**src/rtl/gated_addsub_pkg.sv**
```systemverilog
package gated_addsub_pkg;
  // Mode word formed as {add_sel, sub_sel}
  typedef enum logic [1:0] {
    MODE_IDLE = 2'b00,
    MODE_SUB  = 2'b01,
    MODE_ADD  = 2'b10,
    MODE_BOTH = 2'b11
  } mode_e;
endpackage

```
**src/rtl/addsub_half_adder.sv**
```systemverilog
module addsub_half_adder (
  input  logic x_i,
  input  logic y_i,
  output logic s_o,
  output logic c_o
);
  assign s_o = x_i ^ y_i;
  assign c_o = x_i & y_i;
endmodule

```
**src/rtl/addsub_full_adder.sv**
```systemverilog
module addsub_full_adder (
  input  logic x_i,
  input  logic y_i,
  input  logic ci_i,
  output logic s_o,
  output logic co_o
);
  logic s_first, c_first, c_second;

  addsub_half_adder u_ha_lo (.x_i(x_i),     .y_i(y_i),  .s_o(s_first), .c_o(c_first));
  addsub_half_adder u_ha_hi (.x_i(s_first), .y_i(ci_i), .s_o(s_o),     .c_o(c_second));

  assign co_o = c_first | c_second;

  always_comb begin
    AST_FA_COUNT: assert ({co_o, s_o} == ({1'b0, x_i} + {1'b0, y_i} + {1'b0, ci_i}));
  end
endmodule

```
**src/rtl/addsub_operand_gate.sv**
```systemverilog
module addsub_operand_gate #(
  parameter int WIDTH = 4
) (
  input  logic [WIDTH-1:0] b_i,
  input  logic             pass_true_i,
  input  logic             pass_inv_i,
  output logic [WIDTH-1:0] b_o,
  output logic             cin_o
);
  for (genvar i = 0; i < WIDTH; i++) begin : g_bit
    logic true_leg, inv_leg;
    assign true_leg = b_i[i] & pass_true_i;
    assign inv_leg  = ~b_i[i] & pass_inv_i;
    assign b_o[i]   = true_leg | inv_leg;
  end

  assign cin_o = pass_inv_i;

  always_comb begin
    if (!pass_true_i && !pass_inv_i) AST_GATE_IDLE_ZERO: assert (b_o == '0);
    if (pass_true_i && pass_inv_i)   AST_GATE_BOTH_ONES: assert (&b_o);
    if (pass_inv_i && !pass_true_i)  AST_GATE_INVERTS:   assert ((b_o ^ b_i) == {WIDTH{1'b1}});
  end
endmodule

```
**src/rtl/addsub_ripple.sv**
```systemverilog
module addsub_ripple #(
  parameter int WIDTH = 4
) (
  input  logic [WIDTH-1:0] x_i,
  input  logic [WIDTH-1:0] y_i,
  input  logic             ci_i,
  output logic [WIDTH-1:0] s_o,
  output logic             c_msb_in_o,
  output logic             co_o
);
  for (genvar i = 0; i < WIDTH; i++) begin : g_stage
    logic cin_here, cout_here, sum_here;
    if (i == 0) begin : g_first
      assign cin_here = ci_i;
    end else begin : g_next
      assign cin_here = g_stage[i-1].cout_here;
    end
    addsub_full_adder u_fa (
      .x_i (x_i[i]),
      .y_i (y_i[i]),
      .ci_i(cin_here),
      .s_o (sum_here),
      .co_o(cout_here)
    );
    assign s_o[i] = sum_here;
  end

  assign c_msb_in_o = g_stage[WIDTH-1].cin_here;
  assign co_o       = g_stage[WIDTH-1].cout_here;

  always_comb begin
    AST_CHAIN_TOTAL: assert ({co_o, s_o} == ({1'b0, x_i} + {1'b0, y_i} + {{WIDTH{1'b0}}, ci_i}));
  end
endmodule

```
**src/rtl/gated_addsub.sv**
```systemverilog
module gated_addsub
  import gated_addsub_pkg::*;
#(
  parameter int WIDTH = 4
) (
  input  logic [WIDTH-1:0] op_a,
  input  logic [WIDTH-1:0] op_b,
  input  logic             add_sel,
  input  logic             sub_sel,
  output logic [WIDTH-1:0] sum_out,
  output logic             carry_out,
  output logic             ovf_out
);
  localparam int MSB = WIDTH - 1;

  logic [WIDTH-1:0] b_gated;
  logic             cin0;
  logic             c_into_msb;

  addsub_operand_gate #(.WIDTH(WIDTH)) u_gate (
    .b_i        (op_b),
    .pass_true_i(add_sel),
    .pass_inv_i (sub_sel),
    .b_o        (b_gated),
    .cin_o      (cin0)
  );

  addsub_ripple #(.WIDTH(WIDTH)) u_chain (
    .x_i       (op_a),
    .y_i       (b_gated),
    .ci_i      (cin0),
    .s_o       (sum_out),
    .c_msb_in_o(c_into_msb),
    .co_o      (carry_out)
  );

  assign ovf_out = c_into_msb ^ carry_out;

  // Checks against arithmetic written from the operation, not from the gates
  mode_e            mode;
  logic [WIDTH:0]   ref_add;
  logic [WIDTH-1:0] ref_diff;
  assign mode     = mode_e'({add_sel, sub_sel});
  assign ref_add  = {1'b0, op_a} + {1'b0, op_b};
  assign ref_diff = op_a - op_b;

  always_comb begin
    unique case (mode)
      MODE_ADD: begin
        AST_ADD_RESULT: assert ({carry_out, sum_out} == ref_add);
        AST_ADD_OVF: assert (ovf_out == ((op_a[MSB] == op_b[MSB]) && (sum_out[MSB] != op_a[MSB])));
      end
      MODE_SUB: begin
        AST_SUB_RESULT: assert (sum_out == ref_diff && carry_out == (op_a >= op_b));
        AST_SUB_OVF: assert (ovf_out == ((op_a[MSB] != op_b[MSB]) && (sum_out[MSB] != op_a[MSB])));
        if (!ovf_out) AST_SUB_SIGN: assert (sum_out[MSB] == ($signed(op_a) < $signed(op_b)));
      end
      MODE_IDLE: begin
        AST_IDLE_PASS: assert (sum_out == op_a && !carry_out && !ovf_out);
      end
      MODE_BOTH: begin
        AST_BOTH_PASS: assert (sum_out == op_a && carry_out && !ovf_out);
      end
      default: ;
    endcase
  end
endmodule

```
**config.mk**
```make
export PLATFORM = sky130hd
export DESIGN_NAME = gated_addsub
export DESIGN_NICKNAME = d
export VERILOG_FILES = /design/src/rtl/gated_addsub_pkg.sv /design/src/rtl/addsub_half_adder.sv /design/src/rtl/addsub_full_adder.sv /design/src/rtl/addsub_operand_gate.sv /design/src/rtl/addsub_ripple.sv /design/src/rtl/gated_addsub.sv
export SDC_FILE = /design/constraint.sdc
export NUM_CORES = 1
export LEC_CHECK = 0
export BUFFER_PORTS_ARGS = -buffer_cell sky130_fd_sc_hd__buf_2
export CORE_AREA = 8 8 45 47
export DETAILED_ROUTE_END_ITERATION = 7
export DIE_AREA = 0 0 53 55
export PLACE_DENSITY = 0.42
export SYNTH_ARGS = -nofsm -noshare
export SYNTH_HDL_FRONTEND = slang
export SYNTH_SLANG_ARGS = --single-unit
```
**constraint.sdc**
```tcl
create_clock -name vclk -period 2.5
set_input_delay 0.25 -clock vclk [all_inputs]
set_output_delay 0.25 -clock vclk [all_outputs]
set_load 0.1 [all_outputs]
```
==> metrics.txt <==
# TYPE chip_impl_metric gauge
chip_impl_metric{name="critPathRequiredTime",unit="ns"} 2.25
chip_impl_metric{name="arrival_time_of_the_worst_setup_path",unit="ns"} 2.20
chip_impl_metric{name="grt_max_degree",unit=""} 6
chip_impl_metric{name="vias",unit=""} 175
chip_impl_metric{name="clockBufferCount",unit=""} 0
chip_impl_metric{name="placeableCoreArea",unit="um^2"} 1380
chip_impl_metric{name="detail_route.drc_violations",unit=""} 0
chip_impl_info{name="min_from",value="op_a[2]"} 1
chip_impl_info{name="most_frequent_cell_on_the_critical_path",value="sky130_fd_sc_hd__fa_2"} 1
chip_impl_metric{name="drt_wl_total",unit="um"} 523
chip_impl_metric{name="synthToLayoutAreaGrowth",unit="%"} 111
chip_impl_metric{name="p_total",unit="mW"} 0.298
chip_impl_metric{name="core.rowCount",unit=""} 14
chip_impl_metric{name="yosys_warnings",unit=""} 0
chip_impl_metric{name="antennaDiodeCount",unit=""} 0
chip_impl_metric{name="antenna_found_initial",unit=""} 0
chip_impl_metric{name="start_util",unit="%"} 13.8
chip_impl_metric{name="detailedRoute.firstIterationViolations",unit=""} 0
chip_impl_metric{name="final-hold-violation-count",unit=""} 0
chip_impl_metric{name="fin_tns_setup",unit="ns"} 0
chip_impl_metric{name="final_cell_area",unit="um^2"} 404
chip_impl_info{name="cell_type_group_with_the_largest_total_delay_on_the_critical_path",value="adder cells"} 1
chip_impl_info{name="mostFrequentLayoutCell",value="sky130_fd_sc_hd__buf_2"} 1
chip_impl_metric{name="ant_nets",unit=""} 0
chip_impl_metric{name="cp.depth",unit=""} 10
chip_impl_info{name="startpoint_type",value="input pin"} 1
chip_impl_metric{name="port_buf_inserts",unit=""} 16
chip_impl_metric{name="avgSynthCellArea",unit="um^2"} 9.12
chip_impl_metric{name="dpl-instance-area",unit="um^2"} 364
chip_impl_metric{name="dieArea",unit="um^2"} 2920
chip_impl_info{name="hold_path_endpoint",value="sum_out[2]"} 1
chip_impl_info{name="crit_path_top_delay_cell",value="sky130_fd_sc_hd__fa_2"} 1
chip_impl_metric{name="synth.distinct_cells",unit=""} 6
chip_impl_metric{name="design.final.nets",unit=""} 52
chip_impl_metric{name="cts_hold_buffers",unit=""} 0
chip_impl_metric{name="layout.area.seq",unit="um^2"} 0
chip_impl_metric{name="grt_first_pass_wirelength",unit="um"} 841
chip_impl_metric{name="share_of_the_clock_period_used_by_the_worst_path_after_layout",unit="%"} 98.1
chip_impl_info{name="result_of_the_run",value="completed"} 1
chip_impl_metric{name="synth.net_count",unit=""} 35
chip_impl_metric{name="synth_cells",unit=""} 21
chip_impl_metric{name="detail_route.first_pass.iterations",unit=""} 1
chip_impl_metric{name="max_stage_delay",unit="ns"} 0.42
chip_impl_metric{name="final_core_util",unit="%"} 29.2
chip_impl_info{name="critPathCaptureType",value="output pin"} 1
chip_impl_info{name="mostFrequentLayoutCells",value="sky130_fd_sc_hd__buf_2, sky130_fd_sc_hd__buf_4, sky130_fd_sc_hd__inv_1, sky130_fd_sc_hd__fa_2, sky130_fd_sc_hd__buf_12"} 1
chip_impl_metric{name="routed_wire_length_per_instance",unit="um"} 10.1
chip_impl_metric{name="max_cap_viol_count",unit=""} 0
chip_impl_info{name="hp-class",value="input pin to output pin"} 1
chip_impl_metric{name="worst_slew_margin_rel",unit="%"} 67.7
chip_impl_metric{name="global_route_congestion_overflow_total",unit=""} 0
chip_impl_metric{name="syn-cell-area",unit="um^2"} 191
chip_impl_metric{name="synth_sequential_area_ratio",unit="%"} 0
chip_impl_metric{name="design.portCount",unit=""} 16
chip_impl_info{name="setup_repair_after_global_routing_missed_its_margin",value="true"} 1
chip_impl_metric{name="period_needed",unit="ns"} 2.45
chip_impl_metric{name="power.density",unit="nW/um^2"} 737
chip_impl_metric{name="worst-slew-pin-transition",unit="ns"} 0.488
chip_impl_metric{name="path_max_fanout",unit=""} 2
chip_impl_metric{name="die_height",unit="um"} 55
chip_impl_metric{name="final-setup-viol-count",unit=""} 0
chip_impl_metric{name="clock.fmax",unit="GHz"} 0.408
chip_impl_metric{name="seq_cell_count",unit=""} 0
chip_impl_metric{name="grtUsageTotal",unit="%"} 3.66
chip_impl_metric{name="worst_hold_path.num_cells",unit=""} 3
chip_impl_metric{name="maxSlewViolCount",unit=""} 0
chip_impl_metric{name="average_vias_per_placed_instance",unit=""} 3.37
chip_impl_metric{name="via_count_of_the_first_global_routing_pass",unit=""} 194
chip_impl_metric{name="worstPathBufferInverterCount",unit=""} 5
chip_impl_metric{name="power_leakage",unit="nW"} 0.193
chip_impl_info{name="cp_cell_sequence",value="buf_8 -> mux2i_4 -> fa_2 -> inv_2 -> fa_2 -> fa_2 -> inv_2 -> fa_2 -> inv_2 -> buf_12"} 1
chip_impl_metric{name="fillers",unit=""} 156
chip_impl_metric{name="ir_worst_vdd",unit="uV"} 287
chip_impl_metric{name="chipWidth",unit="um"} 53
chip_impl_metric{name="final_layout_size_suffix_gt1_share",unit="%"} 86.1
chip_impl_info{name="path_class",value="input pin to output pin"} 1
chip_impl_metric{name="routabilityCongestion",unit=""} 0.693
[logic make-up (layout without fill, tap and decap cells)]
logic type | Yosys count | count (layout) | share of synthesized area [%]
buf+inv | 12 | 27 | 31.4
mux | 4 | 4 | 22.2
xor+xnor | 1 | 1 | 4.58
fa+ha+maj | 4 | 4 | 41.8
[stage by stage]
| step | hold WS [ns] | instances | worst slack, ns |
|---|---|---|---|
| 6_report | 1.00 | 52 | 0.0472 |
| 5_1_grt | 1.02 | 52 | -0.0275 |
| 2_1_floorplan | 0.919 | 21 | -0.0436 |
| 4_1_cts | 0.989 | 52 | -0.0885 |
| 3_3_place_gp | 1.01 | 51 | -0.129 |
| 3_5_place_dp | 1.01 | 51 | -0.162 |
[synth_stat cells]
library cell / number / share of area [%]
sky130_fd_sc_hd__buf_4: 4 / 16
sky130_fd_sc_hd__mux2i_1: 2 / 10
sky130_fd_sc_hd__mux2_2: 2 / 12
sky130_fd_sc_hd__xnor2_1: 1 / 4.6
sky130_fd_sc_hd__inv_1: 8 / 16
sky130_fd_sc_hd__fa_1: 4 / 42
[cell type report]
class / instances / area [um^2] / share of cell area [%]
inverter: 8 / 33.8 / 8.36
timing repair buffer: 19 / 178 / 44.0
multi-input combinational: 9 / 173 / 42.7
tap: 16 / 20.0 / 4.95
[metal layers]
layer / vias to the layer above / wire, um / global-route usage (%)
met3: 0 / 159 / 3.48
met5: - / 0 / 0
met4: 0 / 0 / 0
li1: 85 / - / -
met2: 15 / 201 / 6.05
met1: 75 / 162 / 3.50
[power breakdown]
part           leakage [nW]  switching, mW  internal [mW]
Clock                     0              0              0
Sequential                0              0              0
Combinational         0.193          0.198         0.0995
[worst max path at each step]
| stage | start | end | slack (ns) |
|---|---|---|---|
| final | op_b[0] | sum_out[3] | 0.05 |
| after global routing | op_b[0] | sum_out[3] | -0.03 |
| after CTS | op_b[0] | sum_out[3] | -0.09 |
| after detailed placement | op_b[0] | sum_out[3] | -0.16 |
| after global placement | op_b[0] | sum_out[3] | -0.13 |
| after floorplan | op_b[0] | ovf_out | -0.04 |
[repair_timing]
item	4_1_cts	5_1_grt
gates resized for setup	9	3
pin swaps	5	4
endpoints found under the setup margin	3	3
setup buffers	1	0
Power figures use the tool's default switching activity.
